[src/rtl/codec_ctl_pkg.sv]
package codec_ctl_pkg;
  localparam int ADDR_W   = 7;
  localparam int DATA_W   = 8;
  localparam int HDR_W    = 1 + ADDR_W;
  localparam int FRAME_W  = HDR_W + DATA_W;
  localparam int CNT_W    = $clog2(FRAME_W + 1);
  localparam int NUM_REGS = 8;
  localparam int RST_IDX  = 7;

  typedef struct packed {
    logic [7:0] pwr;
    logic [4:0] lig_l;
    logic [4:0] lig_r;
    logic [5:0] log_l;
    logic [5:0] log_r;
    logic [5:0] mix;
    logic [5:0] fmt;
    logic [2:0] rstc;
  } ctl_regs_t;

  function automatic logic [ADDR_W-1:0] reg_addr(input int idx);
    case (idx)
      0:       return 7'h00;
      1:       return 7'h01;
      2:       return 7'h02;
      3:       return 7'h05;
      4:       return 7'h06;
      5:       return 7'h08;
      6:       return 7'h0A;
      default: return 7'h10;
    endcase
  endfunction

  function automatic logic [DATA_W-1:0] reg_mask(input int idx);
    case (idx)
      0:       return 8'hFF;
      1, 2:    return 8'h1F;
      3, 4:    return 8'h3F;
      5, 6:    return 8'h3F;
      default: return 8'h07;
    endcase
  endfunction

  function automatic logic [DATA_W-1:0] reg_reset(input int idx);
    case (idx)
      1, 2:    return 8'h05;
      6:       return 8'h02;
      7:       return 8'h03;
      default: return 8'h00;
    endcase
  endfunction
endpackage

[src/rtl/codec_ctl_sync.sv]
module codec_ctl_sync #(
  parameter int               WIDTH   = 3,
  parameter int               STAGES  = 2,
  parameter logic [WIDTH-1:0] RST_VAL = '0
) (
  input  logic             clk,
  input  logic             rst_n,
  input  logic [WIDTH-1:0] d,
  output logic [WIDTH-1:0] q
);
  logic [WIDTH-1:0] stg [STAGES];

  for (genvar g = 0; g < STAGES; g++) begin : g_stage
    if (g == 0) begin : g_first
      always_ff @(posedge clk or negedge rst_n) begin
        if (!rst_n) stg[g] <= RST_VAL;
        else        stg[g] <= d;
      end
    end else begin : g_next
      always_ff @(posedge clk or negedge rst_n) begin
        if (!rst_n) stg[g] <= RST_VAL;
        else        stg[g] <= stg[g-1];
      end
    end
  end

  assign q = stg[STAGES-1];
endmodule

[src/rtl/codec_ctl_frame.sv]
module codec_ctl_frame
  import codec_ctl_pkg::*;
(
  input  logic              clk,
  input  logic              rst_n,
  input  logic              sck_s,
  input  logic              cs_n_s,
  input  logic              sdi_s,
  input  logic [DATA_W-1:0] rd_data,
  output logic [ADDR_W-1:0] rd_addr,
  output logic              sdo,
  output logic              wr_en,
  output logic [ADDR_W-1:0] wr_addr,
  output logic [DATA_W-1:0] wr_data,
  output logic              sck_rise
);
  logic                  sck_d;
  logic                  sck_fall;
  logic [CNT_W-1:0]      cnt;
  logic [FRAME_W-2:0]    shreg;
  logic                  rd_q;
  logic [DATA_W-1:0]     out_sh;

  // edge detection on the synchronized serial clock
  always_ff @(posedge clk or negedge rst_n) begin
    if (!rst_n) sck_d <= 1'b1;
    else        sck_d <= sck_s;
  end

  assign sck_rise = sck_s & ~sck_d;
  assign sck_fall = ~sck_s & sck_d;

  // after the header, the low bits of the shifter hold the address
  assign rd_addr = shreg[ADDR_W-1:0];

  // input side: capture on falling edges, commit a write on the last bit
  always_ff @(posedge clk or negedge rst_n) begin
    if (!rst_n) begin
      cnt     <= '0;
      shreg   <= '0;
      rd_q    <= 1'b0;
      wr_en   <= 1'b0;
      wr_addr <= '0;
      wr_data <= '0;
    end else begin
      wr_en <= 1'b0;
      if (cs_n_s) begin
        cnt  <= '0;
        rd_q <= 1'b0;
      end else if (sck_fall && (cnt < CNT_W'(FRAME_W))) begin
        shreg <= {shreg[FRAME_W-3:0], sdi_s};
        cnt   <= cnt + 1'b1;
        if (cnt == '0) rd_q <= sdi_s;
        if ((cnt == CNT_W'(FRAME_W-1)) && !rd_q) begin
          wr_en   <= 1'b1;
          wr_addr <= shreg[FRAME_W-3:DATA_W-1];
          wr_data <= {shreg[DATA_W-2:0], sdi_s};
        end
      end
    end
  end

  // output side: shift read data after rising edges in the data phase
  always_ff @(posedge clk or negedge rst_n) begin
    if (!rst_n) begin
      sdo    <= 1'b0;
      out_sh <= '0;
    end else if (cs_n_s) begin
      sdo <= 1'b0;
    end else if (sck_rise) begin
      if (rd_q && (cnt == CNT_W'(HDR_W))) begin
        sdo    <= rd_data[DATA_W-1];
        out_sh <= {rd_data[DATA_W-2:0], 1'b0};
      end else if (rd_q && (cnt > CNT_W'(HDR_W)) && (cnt < CNT_W'(FRAME_W))) begin
        sdo    <= out_sh[DATA_W-1];
        out_sh <= {out_sh[DATA_W-2:0], 1'b0};
      end else begin
        sdo <= 1'b0;
      end
    end
  end
endmodule

[src/rtl/codec_ctl_regs.sv]
module codec_ctl_regs
  import codec_ctl_pkg::*;
(
  input  logic              clk,
  input  logic              rst_n,
  input  logic              wr_en,
  input  logic [ADDR_W-1:0] wr_addr,
  input  logic [DATA_W-1:0] wr_data,
  input  logic [ADDR_W-1:0] rd_addr,
  output logic [DATA_W-1:0] rd_data,
  output ctl_regs_t         ctl
);
  logic [DATA_W-1:0] q [NUM_REGS];
  logic              soft_rst_n;

  assign soft_rst_n = q[RST_IDX][0];

  for (genvar g = 0; g < NUM_REGS; g++) begin : g_reg
    localparam logic [ADDR_W-1:0] RADDR = reg_addr(g);
    localparam logic [DATA_W-1:0] RMASK = reg_mask(g);
    localparam logic [DATA_W-1:0] RRST  = reg_reset(g);
    if (g == RST_IDX) begin : g_rstc
      always_ff @(posedge clk or negedge rst_n) begin
        if (!rst_n)                          q[g] <= RRST;
        else if (wr_en && wr_addr == RADDR)  q[g] <= wr_data & RMASK;
      end
    end else begin : g_plain
      always_ff @(posedge clk or negedge rst_n) begin
        if (!rst_n)                          q[g] <= RRST;
        else if (!soft_rst_n)                q[g] <= RRST;
        else if (wr_en && wr_addr == RADDR)  q[g] <= wr_data & RMASK;
      end
    end
  end

  always_comb begin
    rd_data = '0;
    for (int i = 0; i < NUM_REGS; i++) begin
      if (rd_addr == reg_addr(i)) rd_data = q[i];
    end
  end

  assign ctl.pwr   = q[0];
  assign ctl.lig_l = q[1][4:0];
  assign ctl.lig_r = q[2][4:0];
  assign ctl.log_l = q[3][5:0];
  assign ctl.log_r = q[4][5:0];
  assign ctl.mix   = q[5][5:0];
  assign ctl.fmt   = q[6][5:0];
  assign ctl.rstc  = q[7][2:0];
endmodule

[src/rtl/codec_ctl_spi.sv]
module codec_ctl_spi
  import codec_ctl_pkg::*;
#(
  parameter int SYNC_STAGES = 2
) (
  input  logic       clk,
  input  logic       rst_n,
  input  logic       spi_cs_n,
  input  logic       spi_sck,
  input  logic       spi_sdi,
  output logic       spi_sdo,
  output logic [7:0] pwr_en,
  output logic [4:0] line_in_gain_l,
  output logic [4:0] line_in_gain_r,
  output logic [5:0] line_out_gain_l,
  output logic [5:0] line_out_gain_r,
  output logic [5:0] mix_ctl,
  output logic [5:0] fmt_ctl,
  output logic [2:0] reset_ctl
);
  logic [2:0]        pins_s;
  logic              sck_s;
  logic              cs_idle;
  logic              sdi_s;
  logic              sck_rise;
  logic              wr_en;
  logic [ADDR_W-1:0] wr_addr;
  logic [DATA_W-1:0] wr_data;
  logic [ADDR_W-1:0] rd_addr;
  logic [DATA_W-1:0] rd_data;
  ctl_regs_t         ctl;

  codec_ctl_sync #(
    .WIDTH   (3),
    .STAGES  (SYNC_STAGES),
    .RST_VAL (3'b110)
  ) i_sync (
    .clk   (clk),
    .rst_n (rst_n),
    .d     ({spi_sck, spi_cs_n, spi_sdi}),
    .q     (pins_s)
  );

  assign sck_s   = pins_s[2];
  assign cs_idle = pins_s[1];
  assign sdi_s   = pins_s[0];

  codec_ctl_frame i_frame (
    .clk      (clk),
    .rst_n    (rst_n),
    .sck_s    (sck_s),
    .cs_n_s   (cs_idle),
    .sdi_s    (sdi_s),
    .rd_data  (rd_data),
    .rd_addr  (rd_addr),
    .sdo      (spi_sdo),
    .wr_en    (wr_en),
    .wr_addr  (wr_addr),
    .wr_data  (wr_data),
    .sck_rise (sck_rise)
  );

  codec_ctl_regs i_regs (
    .clk     (clk),
    .rst_n   (rst_n),
    .wr_en   (wr_en),
    .wr_addr (wr_addr),
    .wr_data (wr_data),
    .rd_addr (rd_addr),
    .rd_data (rd_data),
    .ctl     (ctl)
  );

  assign pwr_en          = ctl.pwr;
  assign line_in_gain_l  = ctl.lig_l;
  assign line_in_gain_r  = ctl.lig_r;
  assign line_out_gain_l = ctl.log_l;
  assign line_out_gain_r = ctl.log_r;
  assign mix_ctl         = ctl.mix;
  assign fmt_ctl         = ctl.fmt;
  assign reset_ctl       = ctl.rstc;
endmodule

[config.mk]
export PLATFORM = sky130hd
export DESIGN_NAME = codec_ctl_spi
export DESIGN_NICKNAME = d
export VERILOG_FILES = /design/src/rtl/codec_ctl_pkg.sv /design/src/rtl/codec_ctl_sync.sv /design/src/rtl/codec_ctl_frame.sv /design/src/rtl/codec_ctl_regs.sv /design/src/rtl/codec_ctl_spi.sv
export SDC_FILE = /design/constraint.sdc
export NUM_CORES = 1
export LEC_CHECK = 0
export CORE_UTILIZATION = 30
export DETAILED_ROUTE_END_ITERATION = 8
export PLACE_DENSITY = 0.52
export SYNTH_ARGS = -nofsm -noshare
export SYNTH_HDL_FRONTEND = slang
export SYNTH_HIERARCHICAL = 1
export SYNTH_SLANG_ARGS = --single-unit
[constraint.sdc]
create_clock -name clk -period 2.1 [get_ports clk]
set_clock_uncertainty 0.05 [all_clocks]
set_input_delay 0.21 -clock clk [delete_from_list [all_inputs] [get_ports clk]]
set_output_delay 0.21 -clock clk [all_outputs]
set_load 0.01 [all_outputs]
# Word level (Yosys, flattened, before mapping)
# Cells that the tools add are included.
# word_totals
reg_bits	111
inputBits	5
out_inout_bits	46
# classes
n_addsub	1
magnitude_cmp	2
n_eq_ne	23
n_mux	36
n_bitwise	5
n_reduce_logical	25
# ops
cell	count
2-to-1 mux 8 bit	24
equality test 7 x 3 -> 1 bit (second input constant)	4
equality test 7 x 4 -> 1 bit (second input constant)	4
equality test 7 x 1 -> 1 bit (second input constant)	2
equality test 7 x 2 -> 1 bit (second input constant)	2
equality test 7 x 5 -> 1 bit (second input constant)	2
logical NOT 7 bit	2
inequality test 2 bit (second input constant)	7
logical AND 1 bit	13
equality test 5 x 4 -> 1 bit (second input constant)	2
2-to-1 mux 1 bit	10
2-to-1 mux 5 bit	2
nonzero test 2 bit	4
AND reduction 3 bit	2
adder 5 x 1 -> 5 bit (second input constant)	1
greater-than comparator 5 x 4 -> 1 bit (second input constant)	1
logical NOT 5 bit	1
< comparator 5 bit (second input constant)	1
AND reduction 2 bit	2
NOT 1 bit	3
AND 1 bit	2
logical NOT 1 bit	1

# Logic depth before layout (Yosys ltp)
# Gate-level depths: netlist of the first run.
# logic_depth
ltp_word	12
depth_mapped	9

# Modules after synthesis
# Netlist of the first run, hierarchy kept.
# by_module_without_submodules
mod	n_inst	cells_per_inst	area_per_inst_um2	seq_area_each_um2
codec_ctl_regs	1	264	2487.4	1134.8
codec_ctl_frame	1	145	1968.1	1127.3
codec_ctl_sync	1	9	177.7	155.1

# Worst setup path before layout of the first run
# No wires, ideal clock.
# synth_timing
path_type	register to register
from	reg i_frame.shreg[2]
to	reg i_frame.out_sh[2]
setup_time_ns	0.126
t_arrival_ns	1.676
required_ns	1.924
path_slack_ns	0.249
stages_incl_launch_ff	10
path_buffers	3
path_cell_list	dfrtp_1 > buf_4 > clkbuf_2 > buf_2 > or2_2 > a221o_1 > nand4_1 > a21oi_1 > mux2i_1 > a21oi_1
# synth_between
elab_chain_len	10
# synth_rtl
item	line	source
from (decl)	codec_ctl_frame.sv:20	logic [FRAME_W-2:0] shreg;
from (signal assigned)	codec_ctl_frame.sv:51	shreg <= {shreg[FRAME_W-3:0], sdi_s};
logical NOT 7 bit	codec_ctl_regs.sv:39	if (rd_addr == reg_addr(i)) rd_data = q[i];
2-to-1 mux 8 bit (7 in a row)	codec_ctl_regs.sv:39	
2-to-1 mux 8 bit (*)	codec_ctl_regs.sv:39	
via rd_data[1]	codec_ctl_spi.sv:30	logic [DATA_W-1:0] rd_data;
2-to-1 mux 8 bit (*)	codec_ctl_frame.sv:71	if (rd_q && (cnt == CNT_W'(HDR_W))) begin
to (signal assigned)	codec_ctl_frame.sv:73	out_sh <= {rd_data[DATA_W-2:0], 1'b0};
to (signal assigned)	codec_ctl_frame.sv:76	out_sh <= {out_sh[DATA_W-2:0], 1'b0};
to (decl)	codec_ctl_frame.sv:22	logic [DATA_W-1:0] out_sh;
# Mark *: on every way through the listed nets, which the timed path passes. The rest lies on a longest branch.
# A chain may end at the register's enable or synchronous reset.

# Final worst setup path of the first run
# layout_timing
from	reg i_frame.shreg[1]
to	reg i_frame.out_sh[4]
# The elaborated chain is that of the path after synthesis.

==> results.md, run 1 <==
* Endpoints failing hold at 0
* Initial DRC count at 222
* Final Wtd Congestion at 0.868
* Maximum vdd ir drop at 386 uV
* Full die area at 15900 um^2
* Detailed Route WL at 12000 um
* Violated checks: DRC
* RSZ-0062 raised after global routing: false
* Relative slew slack at 0.590
* Tcrit/Tclk final at 0.891
* Layout Utilization at 0.375
* GR Util All Layers at 0.157
* Die width at 126 um
* Reg clk slew, reported paths at 0.07 ns
* Critical R2R Launch: i_frame/shreg[1]$_DFFE_PN0P_
* Internal reg-to-reg setup slack at 0.23 ns
* Site Rows at 45
* CP max-delay cell: dfrtp_2
* FFs w/ async S/R, synth at 1.00
* Worst Hold Class: in -> reg
* TritonCTS clock tree: built
* Post-synth EDFFs at 0
* Mapped Avg Cell Area at 11.1 um^2
* Placeable Area at 15100 um^2
* Clock Path Buffers at 2
* PD cells at 829 nW/um^2
* Reported max-cap violation count at 0
* Worst r2r path cells at 6
* Critical path launch point: i_frame/shreg[1]$_DFFE_PN0P_
* Hold_sp: spi_cs_n
* Top delay family on crit path: compound AO/OA/AOI/OAI gates
* Final setup fails at 0
* Antenna violations before repair at 0
* Average wire per cell in the routed design at 18.1 um
* Num CTS Buffers at 9
* Total negative slack at 0 ns
* CP Buf/Inv Count at 1
* Fillers at 1427
* Min Clock Period, post-route at 1.87 ns
* Detailed placement HPWL at 8750 um
* Actual slew at the worst max-slew pin at 0.610 ns
* IO Pins at 51
* Routed Antenna Nets at 0
* Critical Path Stages at 6
* Setup CP Type: reg -> reg
* Crit. End Element: flop
* GRT overflow at 0
* Largest stage delay on the critical path at 0.50 ns
* DRC viols at 2
* Post-Synthesis Cell Area at 4630 um^2
* Distinct cells, synth at 51
* Root cell of the clock tree: clkbuf_16
* Post-Synthesis Net Count at 426
* Lkg Pwr at 2.45 nW
* Avg Vias per Cell at 5.17
* Die H at 126 um
* Total number of vias at 3425
* Hold Path End: i_sync/stg[4]$_DFF_PN1_
* FMAX at 0.535 GHz
* Syn-to-layout area delta at 22.7%
* Status: complete, but fails checks
* Initial core utilization at 0.306
* Slew Limit Fails at 0
* Worst hold stages at 1
* Worst Path Required at 2.32 ns
* Postcts setup bufs at 0
* 1st-pass router iterations at 6
* Number of H-tree levels at 3
* Seq cells post-synth at 96
* Crit-path cells: buf_4, o32ai_1, o21ai_0, a221oi_1, mux2i_1, a21oi_1
* Final nets at 477
* Synth Flop Type: dfrtp_1
* Worst skew pair latency at 0.34 ns
* TritonCTS Sinks at 96
* Crit start category: flop
* Largest net degree at the start of global routing at 47
* Critical path peak fanout at 14
* Reg2reg end: i_frame/out_sh[4]$_DFFE_PN0P_
* Worst Path Arrival at 2.09 ns
* Share of layout cells above drive strength 1 at 0.230
* # diodes at 0
* Vias in the first global route at 3340
* Mapped Cells at 418
* Register area share after synthesis at 0.522
* First-pass GRT wire length at 18800 um
* Buffers added on ports at 50
* Synth warn at 6
sequential cells by signal, summed over array words and instances (netlist names):
signal	count
i_frame/shreg	14
i_frame/sdo	1
i_frame/out_sh	7
i_sync/q	3
i_frame/sck_d	1
i_regs/ctl	45
i_sync/stg	3
i_frame/cnt	5
i_frame/wr_addr	7
i_frame/wr_en	1
i_frame/rd_q	1
i_frame/wr_data	8
worst reg2reg max path: stages, from the launching register on:
cell,delay (ns)
dfrtp_2,0.50
buf_4,0.22
o32ai_1,0.31
o21ai_0,0.14
a221oi_1,0.32
mux2i_1,0.10
a21oi_1,0.15
layer usage:
layer  GRT usage  wire length, um  vias up
met1       0.202             5420     1684
met2       0.255             5620       87
met5           0                0        -
met4      0.0907              522        0
met3      0.0212              386       26
li1            -                -     1628
where the power goes:
part | switching [mW] | internal [mW] | total, mW
registers | 0.231 | 1.94 | 2.17
logic | 0.447 | 0.409 | 0.856
clock network | 0.728 | 0.960 | 1.69
total | 1.41 | 3.31 | 4.71
synth_stat cells, types with 7 or more instances:
cell      instances  area [um^2]
o21ai_0          20          100
dfrtp_1          84         2100
nor2_1           20         75.1
nor2b_1           7         43.8
o21ai_1          24          120
buf_2            13         65.1
dfstp_2          12          315
nand2_1          20         75.1
inv_1             7         26.3
nand3_1          44          220
mux2i_1          12          120
nor3b_1           7         52.6
mux2_2           24          270
mux2_4            9          135
a21oi_1          13         65.1
buf_4            11         82.6
nand3b_1          7         52.6
stage by stage:
| stage | cells | cell area (um^2) | worst slack (ns) | hold slack [ns] | total power [mW] |
|---|---|---|---|---|---|
| 2_1_floorplan | 418 | 4630 | 0.249 | -0.136 | 2.79 |
| 3_3_place_gp | 645 | 5360 | 0.161 | 0.112 | 3.04 |
| 4_1_cts | 662 | 5680 | 0.153 | 0.215 | 4.74 |
| 5_1_grt | 662 | 5690 | 0.0914 | 0.221 | 4.93 |
| 3_5_place_dp | 645 | 5360 | 0.172 | 0.116 | 3.04 |
| 6_report | 662 | 5690 | 0.229 | 0.219 | 4.71 |
what timing repair did:
item                                    in CTS  in global routing
endpoints found under the setup margin       0                  2
endpoints found under the hold margin       23                  0
hold buffers                                 1                  0
resized for setup                            0                  4
worst max path at each step:
stage / end / slack (ns)
5_1_grt: i_frame/out_sh[6]$_DFFE_PN0P_ / 0.09
3_5_place_dp: i_frame/out_sh[4]$_DFFE_PN0P_ / 0.17
6_report: i_frame/out_sh[4]$_DFFE_PN0P_ / 0.23
2_1_floorplan: i_frame/out_sh[2]$_DFFE_PN0P_ / 0.25
3_3_place_gp: i_frame/out_sh[2]$_DFFE_PN0P_ / 0.16
4_1_cts: i_frame/out_sh[4]$_DFFE_PN0P_ / 0.15
area by class of cell:
| class | instances | area (um^2) | share of cell area |
|---|---|---|---|
| timing repair buffer | 76 | 708 | 0.125 |
| inverter | 7 | 26.3 | 0.00462 |
| sequential | 96 | 2420 | 0.426 |
| clock inverter | 6 | 68.8 | 0.0121 |
| clock buffer | 10 | 239 | 0.0420 |
| multi-input combinational | 279 | 1990 | 0.349 |
| tap | 188 | 235 | 0.0414 |
placed cells by master (no fill, tap or decap), types with 9 or more instances in the layout:
cell             count
a21oi_1             13
buf_4               25
clkbuf_16            9
clkdlybuf4s50_1     49
dfrtp_1             80
dfstp_2             12
mux2_2              24
mux2_4               9
mux2i_1             12
nand2_1             20
nand3_1             44
nor2_1              20
o21ai_0             20
o21ai_1             24
logic make-up after synthesis:
group	synth area share
flops	0.522
buf+inv	0.0494
simple gates	0.192
xor+xnor	0.00567
fa+ha+maj	0.00810
mux	0.113
compound gates	0.109
No activity file was read; power rests on OpenSTA's default activity.
==> inputs of run 2 (changes only) <==
- SETUP_SLACK_MARGIN: default -> 0.1
- clock period: 2.1 -> 1.85 ns (I/O delays scaled with it)
==> results.md, run 2 (synthesized netlist as in run 1, its figures left out) <==
* Maximum vdd ir drop at 448 uV (was 386 uV)
* Die width at 126 um (unchanged)
* Initial DRC count at 227 (was 222)
* Comb pwr share at 0.271 (was 0.182)
* Max reg flops at 45 (unchanged)
* Worst Path Required at 2.08 ns (was 2.32 ns)
* Sequential share of power at 0.416 (was 0.460)
* Reg clk slew, reported paths at 0.07 ns (about the same)
* Actual slew at the worst max-slew pin at 0.479 ns (was 0.610 ns)
* Final nets at 507 (was 477)
* Worst skew pair latency at 0.35 ns (was 0.34 ns)
* Status: finished, final reports clean (was complete, but fails checks)
* Syn-to-layout area delta at 33.1% (was 22.7%)
* Initial core utilization at 0.306 (unchanged)
* Worst Path Arrival at 2.01 ns (was 2.09 ns)
* Seq. cell area at 2420 um^2 (about the same)
* Crit path top cell by count: buf_6
* Relative slew slack at 0.681 (was 0.590)
* Final Wtd Congestion at 0.888 (was 0.868)
* Crit-path cells: buf_6, buf_6, nand2_4, o32ai_4, o21ai_2, a221oi_2, mux2i_1, a21oi_1 (was buf_4, o32ai_1, o21ai_0, a221oi_1, mux2i_1, a21oi_1)
* Detailed Route WL at 12800 um (was 12000 um)
* Largest stage delay on the critical path at 0.45 ns (was 0.50 ns)
* Number of H-tree levels at 3 (unchanged)
* Detailed placement HPWL at 8770 um (was 8750 um)
* TritonCTS Sinks at 96 (unchanged)
* Most common cell after layout, fill and taps aside: dfrtp_1 (unchanged)
* Root cell of the clock tree: clkbuf_16 (unchanged)
* Switching Power at 1.84 mW (was 1.41 mW)
* CP Buf/Inv Count at 2 (was 1)
* FMAX at 0.560 GHz (was 0.535 GHz)
* Share of layout cells above drive strength 1 at 0.329 (was 0.230)
* Top delay family on crit path: compound AO/OA/AOI/OAI gates (unchanged)
* Endpoints failing hold at 0 (unchanged)
* Full die area at 15900 um^2 (unchanged)
* Multi-input logic area at 2150 um^2 (was 1990 um^2)
* First-pass GRT wire length at 19700 um (was 18800 um)
* IO Pins at 51 (unchanged)
* Pre-CTS WS at -0.00825 ns (was 0.172 ns)
* # diodes at 0 (unchanged)
* Switch share at 0.317 (was 0.298)
* Lkg Pwr at 2.69 nW (was 2.45 nW)
* PD cells at 941 nW/um^2 (was 829 nW/um^2)
* Critical Path Stages at 8 (was 6)
* Internal Power at 3.97 mW (was 3.31 mW)
* RSZ-0062 raised after global routing: true (was false)
* Die H at 126 um (unchanged)
* GRT overflow at 0 (unchanged)
* Buffers added on ports at 50 (unchanged)
* Setup CP Type: reg -> reg (unchanged)
* Critical path peak fanout at 6 (was 14)
* Clock Path Buffers at 2 (unchanged)
* Min Clock Period, post-route at 1.79 ns (was 1.87 ns)
* Reported max-cap violation count at 0 (unchanged)
* Avg Vias per Cell at 5.14 (was 5.17)
* Final WS setup at 0.0641 ns (was 0.229 ns)
* Worst Hold Class: in -> reg (unchanged)
* Site Rows at 45 (unchanged)
* Inst Count DP at 658 (was 645)
* Largest net degree at the start of global routing at 54 (was 47)
* Antenna violations before repair at 0 (unchanged)
* 1st-pass router iterations at 5 (was 6)
* Crit. End Element: flop (unchanged)
* Slew Limit Fails at 0 (unchanged)
* Total number of vias at 3558 (was 3425)
* GR Util All Layers at 0.165 (was 0.157)
* Routed Antenna Nets at 0 (unchanged)
* Average wire per cell in the routed design at 18.5 um (was 18.1 um)
* Tcrit/Tclk final at 0.965 (was 0.891)
* Vias in the first global route at 3474 (was 3340)
* CP max-delay cell: dfrtp_2 (unchanged)
* DRC viols at 0 (was 2)
* TritonCTS clock tree: built (unchanged)
* Fillers at 1388 (was 1427)
* Crit start category: flop (unchanged)
* Power share of the clock group at 0.312 (was 0.358)
* Worst hold stages at 1 (unchanged)
* Num CTS Buffers at 9 (unchanged)
* Post-route insts no fill at 692 (was 662)
* Final setup fails at 0 (unchanged)
* Placeable Area at 15100 um^2 (unchanged)
* Most frequent cells in the layout: dfrtp_1, clkdlybuf4s50_1, nand3_1, buf_4, o21ai_1 (was dfrtp_1, clkdlybuf4s50_1, nand3_1, buf_4)
* Worst r2r path cells at 8 (was 6)
==> run 2: cell types whose count changed in the layout (fill, tap and decap cells not counted), moves of 4 or more <==
cell     previous run  this run
nor2b_2             0         4
nor2b_1             7         3
buf_4              25        42
buf_12              1         5
buf_6               0         8
==> run 2: timing repair <==
item	4_1_cts	5_1_grt
gates resized for setup	15	35
pin swaps	8	17
hold endpoints to repair	28	0
cloned	0	1
setup buffers	9	7
endpoints found under the setup margin	22	25
hold buffers	1	0
==> run 2: path summary, 6_finish.rpt <==
| check | start | endpoint | slack (ns) |
|---|---|---|---|
| setup / recovery | i_frame/shreg[0]$_DFFE_PN0P_ | i_frame/out_sh[5]$_DFFE_PN0P_ | 0.06 |
| hold / removal | spi_cs_n | i_sync/stg[4]$_DFF_PN1_ | 0.19 |
| setup reg to reg | i_frame/shreg[0]$_DFFE_PN0P_ | i_frame/out_sh[5]$_DFFE_PN0P_ | 0.06 |
| hold reg to reg | i_sync/stg[3]$_DFF_PN0_ | i_sync/q[0]$_DFF_PN0_ | 0.31 |
| max in group asynchronous | rst_n | i_regs/ctl[27]$_DFFE_PN1P_ | 0.85 |
| min in group asynchronous | rst_n | i_frame/out_sh[7]$_DFFE_PN0P_ | 0.29 |
==> run 2: per-layer routing <==
| layer | track usage | share of wire | vias up | routed length, um |
|---|---|---|---|---|
| li1 | - | - | 1683 | - |
| met1 | 0.215 | 0.45 | 1776 | 5720 |
| met2 | 0.273 | 0.50 | 84 | 6440 |
| met3 | 0.0268 | 0.029 | 15 | 374 |
| met4 | 0.0631 | 0.021 | 0 | 272 |
| met5 | 0 | 0 | - | 0 |
==> run 2: metrics by stage <==
step	setup TNS (ns)	utilization	hold WS, ns	instance area (um^2)	total power, mW
after CTS	0	0.392	0.177	5940	5.65
after global placement	-0.0125	0.364	0.125	5520	3.65
after floorplan	0	-	-0.161	4670	3.24
final	0	0.407	0.189	6170	5.80
after detailed placement	-0.0111	0.364	0.129	5520	3.68
after global routing	-0.0494	0.407	0.172	6170	6.07
==> run 2: final cells by class <==
type | count | area share
clock inverters | 6 | 0.00812
inverters | 7 | 0.00426
clock buffers | 10 | 0.0388
multi-input cells | 279 | 0.349
flip-flops and latches | 96 | 0.393
well taps | 188 | 0.0381
repair buffers | 106 | 0.168
==> run 2: power by group through the flow <==
stage               clock network (mW)  logic (mW)  registers (mW)
floorplan                            0       0.953            2.29
global placement                     0        1.22            2.43
finish                            1.81        1.58            2.41
detailed placement                   0        1.24            2.44
CTS                               1.87        1.39            2.39
global route                      1.96        1.68            2.43
==> inputs of run 3 (changes only) <==
- CTS_BUF_LIST: default -> sky130_fd_sc_hd__clkbuf_4 sky130_fd_sc_hd__clkbuf_8
- SKIP_CTS_REPAIR_TIMING: default -> 1
- SKIP_LAST_GASP: default -> 1
==> results.md, run 3 (synthesized netlist as in run 1, its figures left out) <==
* Largest net degree at the start of global routing at 54 (unchanged)
* GRT overflow at 0 (unchanged)
* Switching Power at 1.73 mW (was 1.84 mW)
* Initial core utilization at 0.306 (unchanged)
* DRC viols at 0 (unchanged)
* Share of layout cells above drive strength 1 at 0.312 (was 0.329)
* Num CTS Buffers at 9 (unchanged)
* FMAX at 0.553 GHz (was 0.560 GHz)
* Detailed Route WL at 12500 um (was 12800 um)
* Switch share at 0.333 (was 0.317)
* Syn-to-layout area delta at 28.9% (was 33.1%)
* Lkg Pwr at 2.60 nW (was 2.69 nW)
* Layout Utilization at 0.394 (was 0.407)
* Die H at 126 um (unchanged)
* Min Clock Period, post-route at 1.81 ns (was 1.79 ns)
* Die width at 126 um (unchanged)
* Critical path peak fanout at 6 (unchanged)
* Worst Path Required at 2.12 ns (was 2.08 ns)
* Setup CP Type: reg -> reg (unchanged)
* Most frequent cells in the layout: dfrtp_1, buf_4, clkdlybuf4s50_1, nand3_1, o21ai_1 (was dfrtp_1, clkdlybuf4s50_1, nand3_1, buf_4, o21ai_1)
* # diodes at 0 (unchanged)
* TritonCTS Sinks at 96 (unchanged)
* Slew Limit Fails at 0 (unchanged)
* 1st-pass router iterations at 4 (was 5)
* IO Pins at 51 (unchanged)
* Multi-input logic area at 2100 um^2 (was 2150 um^2)
* Final setup fails at 0 (unchanged)
* Reg clk slew, reported paths at 0.10 ns (was 0.07 ns)
* Final nets at 506 (was 507)
* Number of H-tree levels at 3 (unchanged)
* Max reg flops at 45 (unchanged)
* Full die area at 15900 um^2 (unchanged)
* Relative slew slack at 0.682 (was 0.681)
* RSZ-0062 raised after global routing: true (unchanged)
* Total number of vias at 3580 (was 3558)
* Avg Vias per Cell at 5.18 (was 5.14)
* GR Util All Layers at 0.160 (was 0.165)
* Placeable Area at 15100 um^2 (unchanged)
* Antenna violations before repair at 0 (unchanged)
* Clock Path Buffers at 2 (unchanged)
* Crit. End Element: flop (unchanged)
* Crit start category: flop (unchanged)
* Actual slew at the worst max-slew pin at 0.478 ns (was 0.479 ns)
* Average wire per cell in the routed design at 18.1 um (was 18.5 um)
* First-pass GRT wire length at 19200 um (was 19700 um)
* Tcrit/Tclk final at 0.977 (was 0.965)
* Detailed placement HPWL at 8770 um (unchanged)
* Endpoints failing hold at 0 (unchanged)
* Comb pwr share at 0.277 (was 0.271)
* Vias in the first global route at 3420 (was 3474)
* Seq. cell area at 2420 um^2 (unchanged)
* Initial DRC count at 229 (was 227)
* Root cell of the clock tree: clkbuf_8 (was clkbuf_16)
* Worst Hold Class: in -> reg (unchanged)
* Internal Power at 3.47 mW (was 3.97 mW)
* Pwr Total at 5.20 mW (was 5.80 mW)
* PD cells at 872 nW/um^2 (was 941 nW/um^2)
* Routed Antenna Nets at 0 (unchanged)
* Maximum vdd ir drop at 336 uV (was 448 uV)
* Worst skew pair latency at 0.39 ns (was 0.35 ns)
* Most common cell after layout, fill and taps aside: dfrtp_1 (unchanged)
* Site Rows at 45 (unchanged)
* Reported max-cap violation count at 0 (unchanged)
* Final Wtd Congestion at 0.888 (unchanged)
* Power share of the clock group at 0.259 (was 0.312)
* Sequential share of power at 0.464 (was 0.416)
* TritonCTS clock tree: built (unchanged)
* Status: finished, final reports clean (unchanged)
* Fillers at 1419 (was 1388)
* Worst Path Arrival at 2.07 ns (was 2.01 ns)
* Buffers added on ports at 50 (unchanged)
==> run 3: metrics by stage <==
stage / worst slack [ns] / TNS (ns) / hold WS (ns) / instance area (um^2) / instances
2_1_floorplan: 0.0699 / 0 / -0.161 / 4670 / 418
3_3_place_gp: -0.0125 / -0.0125 / 0.125 / 5520 / 658
3_5_place_dp: -0.00825 / -0.0111 / 0.129 / 5520 / 658
4_1_cts: -0.0333 / -0.225 / -0.299 / 5700 / 674
5_1_grt: -0.0607 / -0.0873 / 0.124 / 5970 / 691
6_report: 0.0417 / 0 / 0.146 / 5970 / 691
==> run 3: power by group through the flow <==
stage	Clock [mW]	Combinational (mW)	Sequential, mW
after floorplan	0	0.953	2.29
after global placement	0	1.22	2.43
after detailed placement	0	1.24	2.44
after CTS	1.39	1.24	2.40
after global routing	1.49	1.55	2.43
final	1.35	1.44	2.41
==> run 3: critical path: stages (launching register included) <==
cell and delay (ns):
dfrtp_2 0.48, or3b_1 0.40, a21oi_1 0.13, o21ai_1 0.13, a221oi_1 0.31, mux2i_1 0.12
a21oi_1 0.13
==> run 3: final timing paths <==
kind                                               from                             to  slack (ns)  depth (start not counted)
setup / recovery           i_frame/shreg[0]$_DFFE_PN0P_  i_frame/out_sh[4]$_DFFE_PN0P_        0.04                          6
hold / removal                                 spi_cs_n        i_sync/stg[4]$_DFF_PN1_        0.15                          1
setup reg to reg           i_frame/shreg[0]$_DFFE_PN0P_  i_frame/out_sh[4]$_DFFE_PN0P_        0.04                          6
hold reg to reg                 i_sync/stg[5]$_DFF_PN1_          i_sync/q[2]$_DFF_PN1_        0.31                          0
max in group asynchronous                         rst_n     i_regs/ctl[32]$_DFFE_PN1P_        0.88                          3
min in group asynchronous                         rst_n  i_frame/out_sh[7]$_DFFE_PN0P_        0.24                          2
==> run 3: per-layer routing <==
layer	global-route usage	part of all wire	routed length, um	vias up
li1	-	-	-	1669
met1	0.210	0.44	5540	1801
met2	0.261	0.49	6150	92
met3	0.0259	0.040	500	18
met4	0.0695	0.024	304	0
met5	0	0	0	-
==> run 3: final cells by class <==
cell class	instances	share of cell area
Sequential cell	96	0.406
Multi-Input combinational cell	279	0.351
Clock buffer	10	0.0231
Tap cell	188	0.0394
Inverter	7	0.00440
Clock inverter	6	0.00838
Timing Repair Buffer	105	0.167
